[src/rtl/nrzi_tx_pkg.sv]
package nrzi_tx_pkg;

  typedef enum logic [2:0] {
    PH_IDLE,
    PH_LEAD,
    PH_DATA,
    PH_SE0,
    PH_TAIL
  } phase_t;

  // NRZI: a 0 bit flips the line, a 1 bit keeps it (line_j=1 means J)
  function automatic logic nrzi_next(input logic line_j, input logic data_bit);
    return data_bit ? line_j : ~line_j;
  endfunction

  // {dp, dm} for a phase and line state
  function automatic logic [1:0] drive_pair(input phase_t ph, input logic line_j);
    case (ph)
      PH_LEAD, PH_DATA, PH_TAIL: return line_j ? 2'b01 : 2'b10;
      default:                   return 2'b00;
    endcase
  endfunction

endpackage

[src/rtl/nrzi_tx_timer.sv]
module nrzi_tx_timer #(
  parameter int CLKS_PER_BIT = 8
) (
  input  logic clk,
  input  logic rst_n,
  input  logic run,
  output logic bit_end
);
  localparam int CNT_W = (CLKS_PER_BIT > 1) ? $clog2(CLKS_PER_BIT) : 1;
  localparam logic [CNT_W-1:0] LAST = CNT_W'(CLKS_PER_BIT - 1);

  logic [CNT_W-1:0] cnt_q;

  always_ff @(posedge clk or negedge rst_n) begin
    if (!rst_n)            cnt_q <= '0;
    else if (!run)         cnt_q <= '0;
    else if (cnt_q == LAST) cnt_q <= '0;
    else                   cnt_q <= cnt_q + 1'b1;
  end

  assign bit_end = run && (cnt_q == LAST);
endmodule

[src/rtl/nrzi_tx_feeder.sv]
module nrzi_tx_feeder #(
  parameter int LEN_W  = 8,
  parameter int ADDR_W = 8
) (
  input  logic              clk,
  input  logic              rst_n,
  input  logic              load,
  input  logic [LEN_W-1:0]  cnt_in,
  input  logic              step,
  input  logic [7:0]        rd_data,
  output logic [ADDR_W-1:0] rd_addr,
  output logic              cur_bit,
  output logic              empty,
  output logic              fetch_evt
);
  logic [7:0]       shreg_q;
  logic [3:0]       bits_left_q;
  logic [LEN_W-1:0] bytes_left_q;
  logic [ADDR_W-1:0] addr_q;
  logic             need_byte;

  assign need_byte = (bits_left_q == 4'd0);
  assign cur_bit   = need_byte ? rd_data[0] : shreg_q[0];
  assign empty     = need_byte && (bytes_left_q == '0);
  assign fetch_evt = step && need_byte;
  assign rd_addr   = addr_q;

  always_ff @(posedge clk or negedge rst_n) begin
    if (!rst_n) begin
      shreg_q      <= '0;
      bits_left_q  <= '0;
      bytes_left_q <= '0;
      addr_q       <= '0;
    end else if (load) begin
      shreg_q      <= '0;
      bits_left_q  <= '0;
      bytes_left_q <= cnt_in;
      addr_q       <= '0;
    end else if (step) begin
      if (need_byte) begin
        shreg_q      <= {1'b0, rd_data[7:1]};
        bits_left_q  <= 4'd7;
        bytes_left_q <= bytes_left_q - 1'b1;
        addr_q       <= addr_q + 1'b1;
      end else begin
        shreg_q     <= {1'b0, shreg_q[7:1]};
        bits_left_q <= bits_left_q - 1'b1;
      end
    end
  end
endmodule

[src/rtl/nrzi_tx_encoder.sv]
module nrzi_tx_encoder
  import nrzi_tx_pkg::*;
#(
  parameter int STUFF_RUN = 6
) (
  input  logic clk,
  input  logic rst_n,
  input  logic init,
  input  logic emit,
  input  logic stuff,
  input  logic force_j,
  input  logic bit_in,
  output logic line_j,
  output logic stuff_due
);
  localparam int ONES_W = $clog2(STUFF_RUN + 1);
  localparam logic [ONES_W-1:0] RUN_MAX = ONES_W'(STUFF_RUN);

  logic [ONES_W-1:0] ones_q;

  assign stuff_due = (ones_q == RUN_MAX);

  always_ff @(posedge clk or negedge rst_n) begin
    if (!rst_n) begin
      line_j <= 1'b1;
      ones_q <= '0;
    end else if (init || force_j) begin
      line_j <= 1'b1;
      ones_q <= '0;
    end else if (stuff) begin
      line_j <= ~line_j;
      ones_q <= '0;
    end else if (emit) begin
      line_j <= nrzi_next(line_j, bit_in);
      ones_q <= bit_in ? ones_q + 1'b1 : '0;
    end
  end
endmodule

[src/rtl/nrzi_tx.sv]
module nrzi_tx
  import nrzi_tx_pkg::*;
#(
  parameter int CLKS_PER_BIT = 8,
  parameter int LEN_W        = 8,
  parameter int ADDR_W       = 8,
  parameter int STUFF_RUN    = 6,
  parameter int EOP_SE0_BITS = 2
) (
  input  logic              clk,
  input  logic              rst_n,
  input  logic              start,
  input  logic [LEN_W-1:0]  byte_cnt,
  output logic [ADDR_W-1:0] rd_addr,
  input  logic [7:0]        rd_data,
  output logic              dp,
  output logic              dm,
  output logic              oe,
  output logic              busy,
  output logic              tx_done
);
  localparam int SE0_W = (EOP_SE0_BITS > 1) ? $clog2(EOP_SE0_BITS) : 1;
  localparam logic [SE0_W-1:0] SE0_LAST = SE0_W'(EOP_SE0_BITS - 1);

  phase_t           phase_q;
  logic [SE0_W-1:0] se0_q;
  logic             accept, bit_end, line_j, stuff_due;
  logic             cur_bit, empty, fetch_evt;
  logic             in_stream, stuff_evt, data_evt, end_evt, tail_evt;

  assign busy   = (phase_q != PH_IDLE);
  assign accept = (phase_q == PH_IDLE) && start;

  // boundary events, named for the checker
  assign in_stream = (phase_q == PH_LEAD) || (phase_q == PH_DATA);
  assign stuff_evt = bit_end && (phase_q == PH_DATA) && stuff_due;
  assign end_evt   = bit_end && in_stream && !stuff_evt && empty;
  assign data_evt  = bit_end && in_stream && !stuff_evt && !empty;
  assign tail_evt  = bit_end && (phase_q == PH_SE0) && (se0_q == SE0_LAST);

  nrzi_tx_timer #(.CLKS_PER_BIT(CLKS_PER_BIT)) u_timer (
    .clk(clk), .rst_n(rst_n), .run(busy), .bit_end(bit_end)
  );

  nrzi_tx_feeder #(.LEN_W(LEN_W), .ADDR_W(ADDR_W)) u_feeder (
    .clk(clk), .rst_n(rst_n), .load(accept), .cnt_in(byte_cnt),
    .step(data_evt), .rd_data(rd_data), .rd_addr(rd_addr),
    .cur_bit(cur_bit), .empty(empty), .fetch_evt(fetch_evt)
  );

  nrzi_tx_encoder #(.STUFF_RUN(STUFF_RUN)) u_enc (
    .clk(clk), .rst_n(rst_n), .init(accept), .emit(data_evt),
    .stuff(stuff_evt), .force_j(tail_evt), .bit_in(cur_bit),
    .line_j(line_j), .stuff_due(stuff_due)
  );

  always_ff @(posedge clk or negedge rst_n) begin
    if (!rst_n) begin
      phase_q <= PH_IDLE;
      se0_q   <= '0;
      tx_done <= 1'b0;
    end else begin
      tx_done <= bit_end && (phase_q == PH_TAIL);
      case (phase_q)
        PH_IDLE: if (accept) phase_q <= PH_LEAD;
        PH_LEAD, PH_DATA: begin
          if (end_evt) begin
            phase_q <= PH_SE0;
            se0_q   <= '0;
          end else if (bit_end) begin
            phase_q <= PH_DATA;
          end
        end
        PH_SE0: begin
          if (tail_evt)     phase_q <= PH_TAIL;
          else if (bit_end) se0_q   <= se0_q + 1'b1;
        end
        PH_TAIL: if (bit_end) phase_q <= PH_IDLE;
        default: phase_q <= PH_IDLE;
      endcase
    end
  end

  assign {dp, dm} = drive_pair(phase_q, line_j);
  assign oe       = busy;
endmodule

[config.mk]
export PLATFORM = sky130hd
export DESIGN_NAME = nrzi_tx
export DESIGN_NICKNAME = d
export VERILOG_FILES = /design/src/rtl/nrzi_tx_pkg.sv /design/src/rtl/nrzi_tx_timer.sv /design/src/rtl/nrzi_tx_feeder.sv /design/src/rtl/nrzi_tx_encoder.sv /design/src/rtl/nrzi_tx.sv
export SDC_FILE = /design/constraint.sdc
export NUM_CORES = 1
export LEC_CHECK = 0
export ABC_AREA = 1
export BUFFER_PORTS_ARGS = -buffer_cell sky130_fd_sc_hd__buf_2
export CAP_MARGIN = 10
export CORE_ASPECT_RATIO = 0.7
export CORE_MARGIN = 2
export CORE_UTILIZATION = 52
export CTS_BUF_LIST = sky130_fd_sc_hd__clkbuf_16
export CTS_CLUSTER_DIAMETER = 120
export DETAILED_ROUTE_END_ITERATION = 10
export MAX_ROUTING_LAYER = met4
export PLACE_DENSITY_LB_ADDON = 0.05
export SYNTH_ARGS = -nofsm -noshare
export SYNTH_HDL_FRONTEND = slang
export SYNTH_HIERARCHICAL = 1
export SYNTH_SLANG_ARGS = --single-unit
[constraint.sdc]
create_clock -name clk -period 2.45 [get_ports clk]
set_clock_uncertainty 0.15 [all_clocks]
set_input_delay 0.49 -clock clk [delete_from_list [all_inputs] [get_ports clk]]
set_output_delay 0.49 -clock clk [all_outputs]
set_load 0.05 [all_outputs]
# Yosys cells after proc, flatten, opt, wreduce, memory -nomap -nowiden
# Index checks and enable logic that the tools add are counted.
totals:
  reg_bits: 40
  mem_count: 0
  in_bits: 19
  mem_bits_rw: 0
  latch_bits: 0
  rom_bits: 0
classes:
  n_div: 0
  n_reduce_logical: 30
  shifts: 0
  eq_ne: 14
  n_lt_le_gt_ge: 0
  n_mux: 35
  bitwise: 1
  n_mul: 0
  addsub: 6
ops:
  columns: ["op", "n"]
  rows:
  - ["$mux 8", 8]
  - ["$mux 3", 11]
  - ["$logic_and 1x1->1", 12]
  - ["$mux 4", 3]
  - ["$pmux 3 s4", 1]
  - ["$eq 3x3->1 const B", 3]
  - ["$add 8x1->8 const B", 1]
  - ["$logic_not 8->1", 1]
  - ["$mux 1", 8]
  - ["$ne 2x2->1 const B", 4]
  - ["$reduce_and 4->1", 2]
  - ["$sub 8x1->8 const B", 1]
  - ["$mux 7", 1]
  - ["$add 3x1->3 const B", 2]
  - ["$eq 3x2->1 const B", 2]
  - ["$ne 3x3->1 const B", 2]
  - ["$reduce_bool 2->1", 3]
  - ["$reduce_bool 3->1", 2]
  - ["$logic_not 4->1", 1]
  - ["$mux 2", 2]
  - ["$ne 2x1->1 const B", 2]
  - ["$reduce_and 2->1", 2]
  - ["$sub 4x1->4 const B", 1]
  - ["$eq 3x1->1 const B", 1]
  - ["other kinds (8)", 10]

# Depth between registers and ports, before layout
# Gate-level depths: netlist (run 1).
logic_depth:
  ltp_word: 10
  depth_mapped: 14

# Modules after synthesis
# The synthesis (run 1) kept the hierarchy.
modules_own_cells:
  columns: ["mod", "seq_area_each_um2", "cells_each", "n_inst", "area_per_inst_um2"]
  rows:
  - ["nrzi_tx_feeder", 675.6, 213, 1, 1566.5]
  - ["nrzi_tx", 125.1, 60, 1, 406.6]
  - ["nrzi_tx_encoder", 101.3, 26, 1, 245.2]
  - ["nrzi_tx_timer", 75.1, 14, 1, 133.9]

# Worst setup path after synthesis (run 1)
# No wires, ideal clock.
synth_path:
  kind: "register -> register"
  startpoint: "reg phase_q[0]"
  endpoint: "reg u_feeder.addr_q[0] (netlist: u_feeder/rd_addr[0])"
  arrival_ns: 2.371
  setup_time_ns: 0.144
  path_slack_ns: -0.215
  t_required_ns: 2.156
  stages_incl_launch_ff: 15
  n_path_buf: 1
  cell_sequence: "dfrtp_1 > inv_2 > nand2_4 > nor2_1 > inv_1 > nand2_1 > inv_1 > o21ai_2 > nor3_1 > inv_2 > nor2_8 > nor2_4 > buf_6 > nand2_1 > o21ai_1"
synth_between:
  elab_chain_len: 9
  elab_cells_between_ends: 17
  cone_classes: "eq/ne: 2; mux: 1; reduce/logical: 14"
synth_rtl:
  columns: ["item", "line", "rtl"]
  rows:
  - ["start, declared", "nrzi_tx.sv:25", "phase_t phase_q;"]
  - ["start signal, assigned", "nrzi_tx.sv:59", "phase_q <= PH_IDLE;"]
  - ["start signal, assigned", "nrzi_tx.sv:65", "PH_IDLE: if (accept) phase_q <= PH_LEAD;"]
  - ["start signal, assigned", "nrzi_tx.sv:68", "phase_q <= PH_SE0;"]
  - ["$reduce_bool 3->1 (*)", "nrzi_tx.sv:31", "assign busy = (phase_q != PH_IDLE);"]
  - ["via busy", "nrzi_tx.sv:19", "output logic busy,"]
  - ["$logic_and 1x1->1 (*)", "nrzi_tx_timer.sv:21", "assign bit_end = run && (cnt_q == LAST);"]
  - ["via bit_end", "nrzi_tx.sv:27", "logic accept, bit_end, line_j, stuff_due;"]
  - ["$logic_and 1x1->1 (2 in series)", "nrzi_tx.sv:36", "assign stuff_evt = bit_end && (phase_q == PH_DATA) && stuff_due;"]
  - ["$logic_not 1->1", "nrzi_tx.sv:38", "assign data_evt = bit_end && in_stream && !stuff_evt && !empty;"]
  - ["$logic_and 1x1->1 (*) (2 in series)", "nrzi_tx.sv:38", null]
  - ["via data_evt", "nrzi_tx.sv:29", "logic in_stream, stuff_evt, data_evt, end_evt, tail_evt;"]
  - ["$reduce_bool 2->1 (no source line) (*)", null, null]
  - ["$reduce_and 2->1 (no source line) (*)", null, null]
  - ["end signal, assigned", "nrzi_tx_feeder.sv:44", "addr_q <= addr_q + 1'b1;"]
  - ["end, declared", "nrzi_tx_feeder.sv:19", "logic [ADDR_W-1:0] addr_q;"]
# Mark *: on every way through the listed nets, which the timed path passes. The rest lies on a longest branch.
# A chain may end at the register's enable or synchronous reset.

# Final worst setup path (run 1)
layout_path:
  startpoint: "reg u_feeder.bytes_left_q[0]"
  endpoint: "reg u_feeder.bytes_left_q[5]"
layout_between:
  elab_chain_len: 6
  elab_cells_between_ends: 10
  cone_classes: "add/sub: 1; mux: 3; reduce/logical: 6"
layout_rtl:
  columns: ["item", "line", "rtl"]
  rows:
  - ["start, declared", "nrzi_tx_feeder.sv:18", "logic [LEN_W-1:0] bytes_left_q;"]
  - ["start signal, assigned", "nrzi_tx_feeder.sv:37", "bytes_left_q <= cnt_in;"]
  - ["start signal, assigned", "nrzi_tx_feeder.sv:43", "bytes_left_q <= bytes_left_q - 1'b1;"]
  - ["$logic_not 8->1", "nrzi_tx_feeder.sv:24", "assign empty = need_byte && (bytes_left_q == '0);"]
  - ["$logic_and 1x1->1", "nrzi_tx_feeder.sv:24", null]
  - ["via empty", "nrzi_tx.sv:28", "logic cur_bit, empty, fetch_evt;"]
  - ["$logic_not 1->1", "nrzi_tx.sv:38", null]
  - ["$logic_and 1x1->1", "nrzi_tx.sv:38", null]
  - ["via data_evt", "nrzi_tx.sv:29", null]
  - ["$reduce_bool 2->1 (no source line)", null, null]
  - ["$reduce_and 2->1 (no source line)", null, null]
# The timed path passes the listed nets, and every way through them passes these cells. The select of a mux whose other input is x is not followed.

==> results by stage, run 1 <==
Critical path:
- The critical path contains buffers and inverters numbering 3 combined.
- Walking the worst path, the cells encountered are inv_1 > ha_1 > nand3_1 > nor3_1 > nor3_2 > inv_2 > nor2_8 > nor2_4 > buf_12 > nor2_1 > nand2_1 > nand2_1.
- The critical path is of the register to register type.
- Among the stages of the critical path, the cell type that occurs most often is sky130_fd_sc_hd__nand2_1.
- The worst endpoint data arrival time is 2200 ps.
- For this run, the slowest stage of the critical path takes approximately 380 ps.
- The critical path startpoint category is a register.
- For flop-to-flop paths, the worst setup slack is 270 ps.
- Of all nets on the critical path, the largest fanout is 10.
- The top cell family by delay on the critical path is simple AND/OR/NAND/NOR gates.
- For this design, the slowest cell found on the critical path is sky130_fd_sc_hd__dfrtp_1.
- The worst setup path is captured at a register.
- The data required time of the critical path is 2470 ps.

Yosys:
- The synthesized netlist net count is 340.
- A synthesized cell averages 7.52 sq um.
- The synthesized flop and latch total is 39.
- The post-synthesis instance area is 2350 sq um.
- The cell count after synthesis is ~310.
- In this run, distinct cell masters in the synthesized netlist total 34.
- The Yosys warning count is 6.
- After synthesis, flip-flops and latches occupy roughly two fifths of the total area.

Final layout:
- From synthesis to final layout, the design area changed by 18.1%.
- The count of fill cells added during filler insertion is approximately 400.
- The number of antenna diodes in the final layout is 0.
- The count of non-filler cells in the finished layout is 412.
- The area of the multi-input gates is 1170 sq um.
- Of the cells placed in the final design, the portion with a size suffix greater than 1 is 21.6%.
- The net total in the final layout is 383.
- Across the whole layout, storage elements account for 977 sq um.

Clock tree:
- TritonCTS built the clock tree.
- The number of hold buffers added after CTS was 0.
- For the worst-skew pair, the clock arrives at the later sink with an insertion delay of about 280 ps.
- Clock tree synthesis found a total of 39 sinks.
- The clock input transition at the sequential cells of the worst setup and hold paths is around 60 ps.
- The total clock buffers created by CTS is 5.
- The clock passes through at most 2 buffers.
- The number of H-tree levels is 2.
- In this run the clock root is driven by a sky130_fd_sc_hd__clkbuf_16.

Die:
- From left edge to right edge, the die measures around 84 um.
- The number of core rows is 20.
- The die is 60.3 um tall.
- The number of ports placed on the die boundary is 32.
- The die area is approximately 5100 sq um.
- Once the floorplan was initialized, standard cells occupied 54.0% of the core.
- The standard cell core area is about 4400 sq um.

Power:
- The combinational fraction of design power is 41.3%.
- The power dissipated by switching net loads is about 1.0 mW.
- In this run the static leakage power is 1.49 nW.
- The power density over the cells is 902 nW/um^2.
- Across the VDD grid, the largest voltage drop is 494 uV.
- Of the total power, registers draw 34.0%.
- The power after layout is approximately 2.5 mW.
- The clock share of power is between 20% and 30%.
- The fraction of power spent switching nets is between 40% and 50%.
- The cell-internal power is 1.48 mW.

Timing:
- The number of endpoints with negative hold slack in the final report is 0.
- The transition time of the tightest slew-check pin is 535 ps.
- The final setup slack of the worst path is 269 ps.
- The final critical-path required period is around 2200 ps.
- The relative slew slack is 64.3%.
- The summed negative setup slack over all endpoints is 0 ps.
- The count of pins over their slew limit was 0.
- The peak clock frequency supported by timing is 458 MHz.
- The setup violation total in the final timing report is 0.
- The final critical-path share of the clock period is between 80% and 90%.
- Setup repair after global routing left no endpoint under its margin.

Detailed routing:
- After detailed routing, the number of remaining DRC violations is 0.
- The per-cell routed wire length is 11.6 um.
- The final wirelength is 4760 um.
- The routed layout has 2038 vias.
- The count of nets left with antenna violations once routing finished came out at 0.
- The first TritonRoute pass finished after 4 iterations.
- The count of routing violations after the opening detailed-route iteration is between 100 and 150.
- Using the TritonRoute via totals, the vias-per-cell ratio works out to 4.95.

Place:
- The wire-length estimate of the detail-placed layout is roughly 3500 um.
- The final weighted congestion in routability-driven placement is 0.807.
- Before CTS, the worst setup slack after placement is a little over 200 ps.
- The total instance count after detailed placement is between 400 and 500.
- The number of buffer cells added on primary ports is 31.

Hold path:
- The class of the tightest hold or removal check is input port to asynchronous set/reset pin.

Global routing:
- The initial antenna violation count is 0.
- The number of global-route vias before repair was 1779.
- The pin count of the biggest net entering global routing is 40.
- For this run, the total global-route usage over all layers was measured as 21.0%.
- For this run the aggregate overflow at the end of global routing stands at 0.
- The first-pass GRT wire length is 8190 um.

Run status:
- The flow ran to the end, and the final reports show no timing, DRC or antenna violations.

Flow run:
- Max-cap violations in this run came to 0.
-- cell type report --
class | instances | area share (%)
clock inverter | 3 | 0.586
inverter | 47 | 6.44
multi-input combinational | 222 | 42.1
sequential | 39 | 35.2
clock buffer | 5 | 4.50
timing repair buffer | 41 | 8.74
tap | 55 | 2.48
-- layout by cell type (no fill, tap or decap), drive strengths merged --
cell / Yosys / final
a21oi: 4 / 4
buf: 4 / 41
clkbuf: 1 / 5
clkinv: 0 / 1
clkinvlp: 0 / 1
dfrtp: 38 / 38
dfstp: 1 / 1
ha: 8 / 8
inv: 47 / 48
mux2i: 1 / 1
nand2: 87 / 87
nand3: 31 / 31
nand4: 8 / 8
nor2: 41 / 41
nor3: 4 / 4
nor3b: 1 / 1
o21ai: 26 / 26
o21bai: 5 / 5
o22ai: 3 / 3
or2: 1 / 1
xnor2: 1 / 1
xor2: 1 / 1
-- Yosys cell counts (all sizes together) --
| master | count | area, sq um |
|---|---|---|
| nand2 | 87 | 352 |
| inv | 47 | 179 |
| nor2 | 41 | 198 |
| dfrtp | 38 | 951 |
| nand3 | 31 | 180 |
| o21ai | 26 | 138 |
| ha | 8 | 100 |
| nand4 | 8 | 50.1 |
| o21bai | 5 | 37.5 |
| a21oi | 4 | 23.8 |
| buf | 4 | 28.8 |
| nor3 | 4 | 25.0 |
| o22ai | 3 | 18.8 |
| clkbuf | 1 | 3.75 |
| dfstp | 1 | 26.3 |
| mux2i | 1 | 10.0 |
| nor3b | 1 | 7.51 |
| or2 | 1 | 6.26 |
| xnor2 | 1 | 8.76 |
| xor2 | 1 | 8.76 |
-- cell families after synthesis --
group	synth area share, %
adder cells (fa/ha/maj)	4.26
XOR/XNOR	0.745
buffers and inverters	8.99
flip-flops	41.5
multiplexers	0.426
AO/OA/AOI/OAI	9.26
AND/OR/NAND/NOR	34.8
-- what timing repair did --
item	CTS	global route
buffers inserted	0	2
gates resized for setup	0	0
endpoints found under the setup margin	0	1
-- final timing paths --
kind / end / depth (start not counted) / start
hold / removal: u_timer/cnt_q[2] / 2 / rst_n
hold reg to reg: u_enc/line_j / 2 / u_enc/line_j
max in group asynchronous: u_enc/line_j / 2 / rst_n
setup / recovery: u_feeder/bytes_left_q[5] / 12 / u_feeder/bytes_left_q[0]
setup reg to reg: u_feeder/bytes_left_q[5] / 12 / u_feeder/bytes_left_q[0]
min in group clk: u_feeder/shreg_q[6] / 3 / rd_data[7]
-- sequential cells by signal, indices dropped and copies added (netlist names) --
signal                 count
u_enc/ones_q               3
u_feeder/shreg_q           7
phase_q                    3
tx_done                    1
u_enc/line_j               1
u_feeder/bits_left_q       4
u_feeder/rd_addr           8
se0_q                      1
u_feeder/bytes_left_q      8
u_timer/cnt_q              3
-- through the flow --
stage | hold WS [ps] | util [%] | instance area [sq um]
2_1_floorplan | 44.4 | - | 2360
3_3_place_gp | 320 | 59.9 | 2610
3_5_place_dp | 325 | 59.9 | 2610
4_1_cts | 141 | 63.2 | 2750
5_1_grt | 157 | 63.8 | 2780
6_report | 113 | 63.8 | 2780
-- metal layers --
layer / up-vias / track usage (%) / wire length, um / share of wire, %
li1: 1087 / - / - / -
met1: 905 / 30.4 / 2530 / 53
met2: 43 / 29.7 / 1980 / 41
met3: 3 / 4.70 / 238 / 5.0
met4: 0 / 5.44 / 21 / 0.44
met5: - / - / 0 / 0
-- power by group through the flow --
stage / logic (mW) / clock network [mW] / registers [mW]
floorplan: 0.786 / 0 / 0.854
global placement: 1.01 / 0 / 0.863
detailed placement: 1.01 / 0 / 0.863
CTS: 1.02 / 0.639 / 0.853
global route: 1.18 / 0.670 / 0.870
finish: 1.03 / 0.620 / 0.852
Power figures use the tool's default switching activity.
==> inputs of run 2 (changes only) <==
--- a/config.mk
+++ b/config.mk
@@ -10,7 +10,7 @@
 export CAP_MARGIN = 10
 export CORE_ASPECT_RATIO = 0.7
 export CORE_MARGIN = 2
-export CORE_UTILIZATION = 52
+export CORE_UTILIZATION = 58
 export CTS_BUF_LIST = sky130_fd_sc_hd__clkbuf_16
 export CTS_CLUSTER_DIAMETER = 120
 export DETAILED_ROUTE_END_ITERATION = 10
@@ -18,5 +18,4 @@
 export PLACE_DENSITY_LB_ADDON = 0.05
 export SYNTH_ARGS = -nofsm -noshare
 export SYNTH_HDL_FRONTEND = slang
-export SYNTH_HIERARCHICAL = 1
 export SYNTH_SLANG_ARGS = --single-unit
==> constraint.sdc (replaced) <==
create_clock -name clk -period 2.3 [get_ports clk]
set_clock_uncertainty 0.15 [all_clocks]
set_input_delay 0.46 -clock clk [delete_from_list [all_inputs] [get_ports clk]]
set_output_delay 0.46 -clock clk [all_outputs]
set_load 0.05 [all_outputs]
==> run 2 against run 1 <==
- die area down 6.7%
- global-route usage up 5.2 points
- worst setup slack worse by 140 ps
- area after synthesis up 3.6%
- worst hold slack better by 150 ps
- sequential share of layout area down 0.74 points
- clock-buffer cell count unchanged
- final cell count up 0.24%
- clock power up 27%
- power down 38%
- register-to-register slack worse by 60 ps
- combinational power down 93%
- critical endpoint is now dm
- highest routed layer unchanged
==> results by stage, run 2 <==
Yosys:
- The synthesized flop and latch total came to 39 (unchanged).
- The post-synthesis instance area is 2440 sq um (+3.6%).
- The Yosys warning count is 0 (-6).
- Sorting the synthesized cells by how often they occur yields sky130_fd_sc_hd__nand2_1, sky130_fd_sc_hd__nand3_1, sky130_fd_sc_hd__dfrtp_1.
- The top cell type's share of synthesized area came to 39.0% (-1.4 points).
- The share of async-settable or async-resettable flops after synthesis is 100% (unchanged).
- The mean area per synthesized cell is 7.54 sq um (+0.36%).
- The cell count after synthesis came to 323 (+3.2%).
- The cell type contributing the most total cell area after synthesis is sky130_fd_sc_hd__dfrtp_1.
- The synthesized netlist net count was 350 (+2.9%).
- The main flop type after synthesis is sky130_fd_sc_hd__dfrtp_1.
- The most common cell in the synthesized netlist is sky130_fd_sc_hd__nand2_1.
- By area the synthesized netlist is led by sky130_fd_sc_hd__dfrtp_1, sky130_fd_sc_hd__nand2_1, sky130_fd_sc_hd__nand3_1.
- The portion of the post-synthesis area used by sequential elements came to 40.1% (-1.4 points).
- The count of different cell masters after synthesis came to 30 (-12%).
- The number of enable flip-flop cells after synthesis is 0 (unchanged).

Clock tree:
- The clock input transition at the sequential cells of the worst setup and hold paths is 60 ps (about the same).
- The buffer levels on the longest clock path is 2 (unchanged).
- The number of H-tree levels was 2 (unchanged).
- The worst-skew pair later-pin latency came to 280 ps (about the same).
- The total clock buffers created by CTS is 5 (unchanged).
- The number of clock sinks is 39 (unchanged).
- The tree is rooted in a sky130_fd_sc_hd__clkbuf_16.
- TritonCTS built the clock tree.

Critical path:
- The worst stage delay on the critical path was 480 ps (+100 ps).
- The critical path buffer and inverter count is 2 (-1).
- The worst endpoint data arrival time is 1570 ps (-630 ps).
- On the critical path, the stage with the largest delay is an instance of sky130_fd_sc_hd__dfrtp_1.
- The peak fanout along the critical path is 7 (-3).
- Walking the worst path, the cells encountered are nor2_4 > nand2_1 > nand2_1 > inv_1 > nor2_1 > buf_2.
- The critical path start-end classification is register to output port.
- The most numerous cell type found on the critical path is sky130_fd_sc_hd__nand2_1.
- The critical path startpoint category is a register.
- The data required time of the critical path is 1690 ps (-780 ps).
- STA classifies the critical path endpoint as an output port.
- The kind of cell with the highest combined delay along the critical path is flip-flops.

Final layout:
- The final antenna diode count is 0 (unchanged).
- The most common cell after layout, fill and taps aside is sky130_fd_sc_hd__nand2_1.
- The count of fill cells added during filler insertion is 304 (-25%).
- The sequential cell area in the final layout was 977 sq um (unchanged).
- The utilization of the core after routing is 71.5% (+7.7 points).
- The net total in the final layout is 387 (+1.0%).
- The share of cells above drive strength 1 was 19.9% (-1.6 points).
- The area of the multi-input gates is 1250 sq um (+7.0%).
- The count of non-filler cells in the finished layout came to 413 (+0.24%).
- The area added between synthesis and finish is 16.5%.
- Leaving out fill and tap cells, the most frequent cells in the layout are sky130_fd_sc_hd__nand2_1, sky130_fd_sc_hd__nand3_1, sky130_fd_sc_hd__dfrtp_1.

Power:
- The fraction of power spent switching nets is 21.0% (-20 points).
- The combinational fraction of design power was 4.5% (-37 points).
- The power after layout is 1.56 mW (-38%).
- The power dissipated by switching net loads is 328 uW (-68%).
- The cell-internal power came to 1.23 mW (-16%).
- The share of power burned in registers is 45.0% (+11 points).
- The worst vdd rail ir drop is 464 uV (-6.1%).
- The leakage power summed over all cells came to 1.56 nW (+4.8%).
- The power density over the cells is 550 nW/um^2 (-39%).
- The clock share of power is 50.5% (+26 points).

Timing:
- Based on the critical path, the design can be clocked at up to approximately 460 MHz.
- The setup violation total in the final timing report came to 0 (unchanged).
- Setup repair after global routing left no endpoint under its margin.
- Dividing the final minimum period by the clock period gives between 90% and 100%.
- The tightest hold margin was 261 ps (+148 ps).
- The number of endpoints with negative hold slack in the final report is 0 (unchanged).
- The count of pins over their slew limit is 0 (unchanged).
- The relative slew slack is 69.2% (+4.9 points).
- The transition time of the tightest slew-check pin is 461 ps (-73.4 ps).
- The final critical-path required period is 2180 ps.
- The summed negative setup slack over all endpoints is 0 ps (unchanged).

Place:
- The final weighted congestion in routability-driven placement came to 0.891 (+10%).
- The half-perimeter wire length of the detailed placement result came to 3750 um (+7.0%).
- The number of buffer cells added on primary ports is 31 (unchanged).
- The total instance count after detailed placement is 402 (unchanged).

Global routing:
- The number of global-route vias before repair is 1955 (+9.9%).
- The initial antenna violation count came to 0 (unchanged).
- The pin count of the biggest net entering global routing is 22 (-45%).
- The first-pass GRT wire length was 9060 um (+11%).
- The total global routing track utilization is 26.2% (+5.2 points).
- The final global-route overflow total came to 0 (unchanged).

Detailed routing:
- The average via count per standard cell is 5.24 (+6.0%).
- The final wirelength is 5400 um (+13%).
- The length of the first detailed-routing pass in iterations is 5 (+1).
- The per-cell routed wire length is 13.1 um (+13%).
- The count of routing violations after the opening detailed-route iteration was 187 (+41%).
- The residual DRC count is 0 (unchanged).
- The vias after detailed routing is 2166 (+6.3%).
- The number of routed nets with antenna violations came to 0 (unchanged).

Die:
- The die area is 4740 sq um (-6.7%).
- The initial standard-cell utilization of the core was 61.4% (+7.3 points).
- The number of ports placed on the die boundary came to 32 (unchanged).
- The standard cell core area is 3970 sq um (-8.8%).
- The number of core rows is 19 (-5.0%).
- The height of the die came to 58.2 um (-3.4%).
- The horizontal die dimension is 81.5 um (-3.5%).

Hold path:
- In this run the worst hold path is classified as input port to register.

Run status:
- The flow ran to the end, and the final reports show no timing, DRC or antenna violations.

Flow run:
- The reported max-cap violation count is 0 (unchanged).
## run 2: changes by cell type after synthesis, sizes merged, moves of 2 or more
cell	before	now
nand2	87	112
xor2	1	6
a21oi	4	1
o22ai	3	1
or2	1	5
buf	4	7
nand3	31	41
inv	47	39
o211ai	0	6
nor2	41	29
o21bai	5	0
o21ai	26	15
## run 2: metrics by stage
| step | setup slack (ps) | area, sq um |
|---|---|---|
| floorplan | 190 | 2440 |
| global placement | 275 | 2630 |
| detailed placement | 192 | 2630 |
| CTS | 80.9 | 2810 |
| global route | 2.83 | 2840 |
| finish | 124 | 2840 |
## run 2: area by class of cell
type	count	area share, %
Sequential cell	39	34.4
Inverter	39	5.25
Multi-Input combinational cell	238	44.0
Clock buffer	5	4.41
Tap cell	52	2.29
Clock inverter	3	1.54
Timing Repair Buffer	37	8.02
## run 2: layer usage
layer / track usage (%) / routed length (um)
met1: 37.8 / 2630
met2: 35.6 / 2270
met3: 5.76 / 410
met4: 10.9 / 89
met5: - / 0
## run 2: cell families (layout without fill, tap and decap cells)
group,Yosys count,in the layout,share of synthesized area [%]
xor+xnor,8,8,2.88
buf+inv,46,84,8.78
flops,39,39,40.1
compound gates,24,24,6.52
fa+ha+maj,8,8,4.11
simple gates,198,198,37.6
## run 2: worst paths after layout
path / from / end / slack [ps] / cells past startpoint
max: phase_q[1] / dm / 120 / 6
max reg2reg: u_timer.cnt_q[0] / u_feeder.bytes_left_q[7] / 210 / 9
min reg2reg: u_timer.cnt_q[0] / u_timer.cnt_q[0] / 290 / 1
min: rd_data[7] / u_feeder.shreg_q[6] / 260 / 3
max in group asynchronous: rst_n / tx_done / 1030 / 3
min in group asynchronous: rst_n / u_feeder.shreg_q[3] / 510 / 2
## run 2: power groups by stage
| stage | Clock, mW | Combinational, mW | Sequential, mW |
|---|---|---|---|
| 2_1_floorplan | 0 | 0.0303 | 0.714 |
| 4_1_cts | 0.803 | 0.0717 | 0.703 |
| 3_3_place_gp | 0 | 0.0687 | 0.715 |
| 5_1_grt | 0.835 | 0.0794 | 0.704 |
| 6_report | 0.788 | 0.0704 | 0.703 |
| 3_5_place_dp | 0 | 0.0696 | 0.715 |
## run 2: tightest hold or removal path, delay by kind of cell
kind	cells	cell delay, ps
AO/OA/AOI/OAI	1	60
buffers and inverters	1	70
AND/OR/NAND/NOR	1	60
## run 2: what timing repair did
action,4_1_cts,5_1_grt
buffers inserted,0,2
endpoints found under the setup margin,0,4
endpoints found under the hold margin,17,0
resized for setup,0,1
hold buffers,1,0
==> inputs of run 3 (changes only) <==
--- a/config.mk
+++ b/config.mk
@@ -9,7 +9,7 @@
 export BUFFER_PORTS_ARGS = -buffer_cell sky130_fd_sc_hd__buf_2
 export CAP_MARGIN = 10
 export CORE_ASPECT_RATIO = 0.7
-export CORE_MARGIN = 2
+export CORE_MARGIN = 10
 export CORE_UTILIZATION = 58
 export CTS_BUF_LIST = sky130_fd_sc_hd__clkbuf_16
 export CTS_CLUSTER_DIAMETER = 120
==> run 3 against run 2 <==
- global-route usage is 10 points lower
- non-clock buffer count is 1 lower
- power is 8.8% lower
- utilization is 1.7 points lower
- maximum frequency is 2.2% higher
- final cell count is 0.24% lower
- die area is 53% higher
- worst hold slack worse by 180 ps
- sequential share of layout area is 0.68 points higher
- clock-buffer cell count stayed put
- sequential cell count stayed put
- via count is 0.32% higher
- largest power group is now registers
==> results by stage, run 3 (synthesized netlist as in run 2, its figures left out) <==
Detailed routing:
- The average via count per standard cell was 5.27 (+0.57%).
- The number of routed nets with antenna violations is 0 (unchanged).
- The count of routing violations after the opening detailed-route iteration is 128 (-32%).
- The vias after detailed routing is 2173 (+0.32%).
- The length of the first detailed-routing pass in iterations is 4 (-1).
- The per-cell routed wire length is 13.4 um (+2.6%).
- The residual DRC count was 0 (unchanged).
- The final wirelength was 5530 um (+2.4%).

Power:
- The combinational fraction of design power is 4.7% (+0.2 points).
- The share of power burned in registers was 49.4% (+4.4 points).
- The clock share of power is 45.9% (-4.6 points).
- The power dissipated by switching net loads is 314 uW (-4.4%).
- The worst vdd rail ir drop is 404 uV (-13%).
- The power density over the cells is 511 nW/um^2 (-7.1%).
- The leakage power summed over all cells is 1.54 nW (-1.4%).
- The fraction of power spent switching nets is 22.0% (+1.0 points).
- The cell-internal power was 1.11 mW (-10%).

Critical path:
- The worst endpoint data arrival time is 1520 ps (-50 ps).
- The data required time of the critical path is 1690 ps (about the same).
- In this run the critical register-to-register path is launched from u_timer.cnt_q[0].
- The peak fanout along the critical path is 7 (unchanged).
- The reg2reg setup slack is 230 ps (+20 ps).
- The worst setup path is launched from a register.
- The worst setup path is captured at an output port.
- The reg-to-reg critical path endpoint is u_feeder.rd_addr[1].
- The most critical setup path has its endpoint at dm.
- The critical path starts at phase_q[1].
- The critical path in this run is classified as register to output port.
- The path depth of the worst reg2reg path is 9 (unchanged).

Place:
- The final weighted congestion in routability-driven placement is 0.913 (+2.5%).
- The instance area after placement is 2610 sq um (-0.48%).
- The half-perimeter wire length of the detailed placement result is 4000 um (+6.9%).
- The number of buffer cells added on primary ports is 31 (unchanged).
- The worst slack at placement came to 217 ps (+24.9 ps).

Timing:
- The final setup slack of the worst path is 171 ps (+47.3 ps).
- The transition time of the tightest slew-check pin is 498 ps (+36.7 ps).
- The tightest hold margin was 81.8 ps (-179 ps).
- The setup violation total in the final timing report is 0 (unchanged).
- The relative slew slack is 66.8% (-2.4 points).
- The number of endpoints with negative hold slack in the final report came to 0 (unchanged).
- The final critical-path required period is 2130 ps (-47.3 ps).
- Setup repair after global routing left no endpoint under its margin.
- The count of pins over their slew limit is 0 (unchanged).
- The summed negative setup slack over all endpoints is 0 ps (unchanged).
- The peak clock frequency supported by timing is 470 MHz (+2.2%).
- The final critical-path share of the clock period is 92.5% (-2.1 points).

Final layout:
- In the layout the commonest cells are sky130_fd_sc_hd__nand2_1, sky130_fd_sc_hd__nand3_1, sky130_fd_sc_hd__dfrtp_1.
- The share of cells above drive strength 1 is 19.4% (-0.50 points).
- The most common cell after layout, fill and taps aside is sky130_fd_sc_hd__nand2_1.
- The count of fill cells added during filler insertion is 327 (+7.6%).
- The final instance area is 2790 sq um (-1.8%).
- The utilization of the core after routing came to 69.8% (-1.7 points).
- The final antenna diode count is 0 (unchanged).
- The net total in the final layout is 386 (-0.26%).
- Compared with the post-synthesis result, the final layout area differs by 14.4%.

Die:
- The height of the die is 74.2 um (+27%).
- The number of core rows is 19 (unchanged).
- The die area is 7230 sq um (+53%).
- The standard cell core area is 3990 sq um (+0.60%).
- The number of ports placed on the die boundary is 32 (unchanged).
- The horizontal die dimension was 97.5 um (+20%).
- The initial standard-cell utilization of the core is 61.0% (-0.37 points).

Global routing:
- The final global-route overflow total came to 0 (unchanged).
- The number of global-route vias before repair is 1978 (+1.2%).
- The initial antenna violation count is 0 (unchanged).
- The first-pass GRT wire length is 9250 um (+2.1%).
- The total global routing track utilization came to 15.8% (-10 points).
- The pin count of the biggest net entering global routing is 40 (+82%).

Flow run:
- The reported max-cap violation count is 0 (unchanged).

Clock tree:
- The number of clock sinks was 39 (unchanged).
- The total clock buffers created by CTS is 5 (unchanged).
- The root buffer cell chosen for the clock tree is sky130_fd_sc_hd__clkbuf_16.
- The count of hold buffers inserted by post-cts repair was 0 (-1).
- The worst-skew pair later-pin latency is 280 ps (about the same).
- The clock input transition at the sequential cells of the worst setup and hold paths is 50 ps (about the same).
- The clock tree from TritonCTS is yes.
- The number of H-tree levels came to 2 (unchanged).
- The buffer levels on the longest clock path was 2 (unchanged).

Run status:
- The run finished with clean final reports.

Hold path:
- The class of the tightest hold or removal check is input port to asynchronous set/reset pin.
## run 3: cell count changes in the layout (fill, tap and decap cells not counted), sizes merged
| cell | change |
|---|---|
| bufinv | -1 |
| inv | +1 |
| dlygate4sd3 | -1 |
| clkbuf | +1 |
| buf | -1 |
## run 3: final cells by class
cell class	count	area, sq um	area share [%]
Clock inverter	3	11.3	0.404
Inverter	39	149	5.34
Sequential cell	39	978	35.1
Timing Repair Buffer	36	208	7.45
Tap cell	52	65.1	2.33
Multi-Input combinational cell	238	1250	44.9
Clock buffer	5	125	4.49
## run 3: worst min path at each step
| stage | start | endpoint | slack [ps] | cells after the start |
|---|---|---|---|---|
| 4_1_cts | rst_n | phase_q[0] | 110 | 2 |
| 6_report | rst_n | u_feeder.bytes_left_q[0] | 80 | 2 |
| 5_1_grt | rst_n | tx_done | 120 | 2 |
| 2_1_floorplan | rst_n | phase_q[0] | 10 | 0 |
| 3_3_place_gp | u_timer.cnt_q[0] | u_timer.cnt_q[0] | 280 | 1 |
| 3_5_place_dp | u_timer.cnt_q[0] | u_timer.cnt_q[0] | 280 | 1 |
## run 3: per-layer routing
layer / up-vias / global-route usage [%] / share of wire [%]
li1: 1100 / - / -
met1: 1016 / 21.6 / 51
met2: 52 / 22.6 / 42
met3: 5 / 3.89 / 5.8
met4: 0 / 4.50 / 0.69
met5: - / - / 0
## run 3: worst max-delay path: stages (launching register included)
cell	delay, ps
sky130_fd_sc_hd__dfrtp_2	460
sky130_fd_sc_hd__nor2_4	180
sky130_fd_sc_hd__nand2_1	80
sky130_fd_sc_hd__nand2_1	110
sky130_fd_sc_hd__inv_1	70
sky130_fd_sc_hd__nor2_1	70
sky130_fd_sc_hd__buf_2	260
## run 3: power by group through the flow
stage	Combinational, mW	Sequential (mW)	Clock [mW]
2_1_floorplan	0.0303	0.714	0
3_3_place_gp	0.0658	0.715	0
3_5_place_dp	0.0672	0.715	0
5_1_grt	0.0748	0.704	0.688
4_1_cts	0.0678	0.703	0.657
6_report	0.0672	0.703	0.654
## run 3: what timing repair did
| action | in CTS | in global routing |
|---|---|---|
| setup endpoints to repair | 0 | 3 |
| resized for setup | 0 | 3 |
| buffers inserted | 0 | 2 |
## run 3: through the flow
stage          total power [mW]  std cells
2_1_floorplan             0.744        323
3_3_place_gp              0.781        402
3_5_place_dp              0.783        402
4_1_cts                    1.43        410
5_1_grt                    1.47        412
6_report                   1.42        412
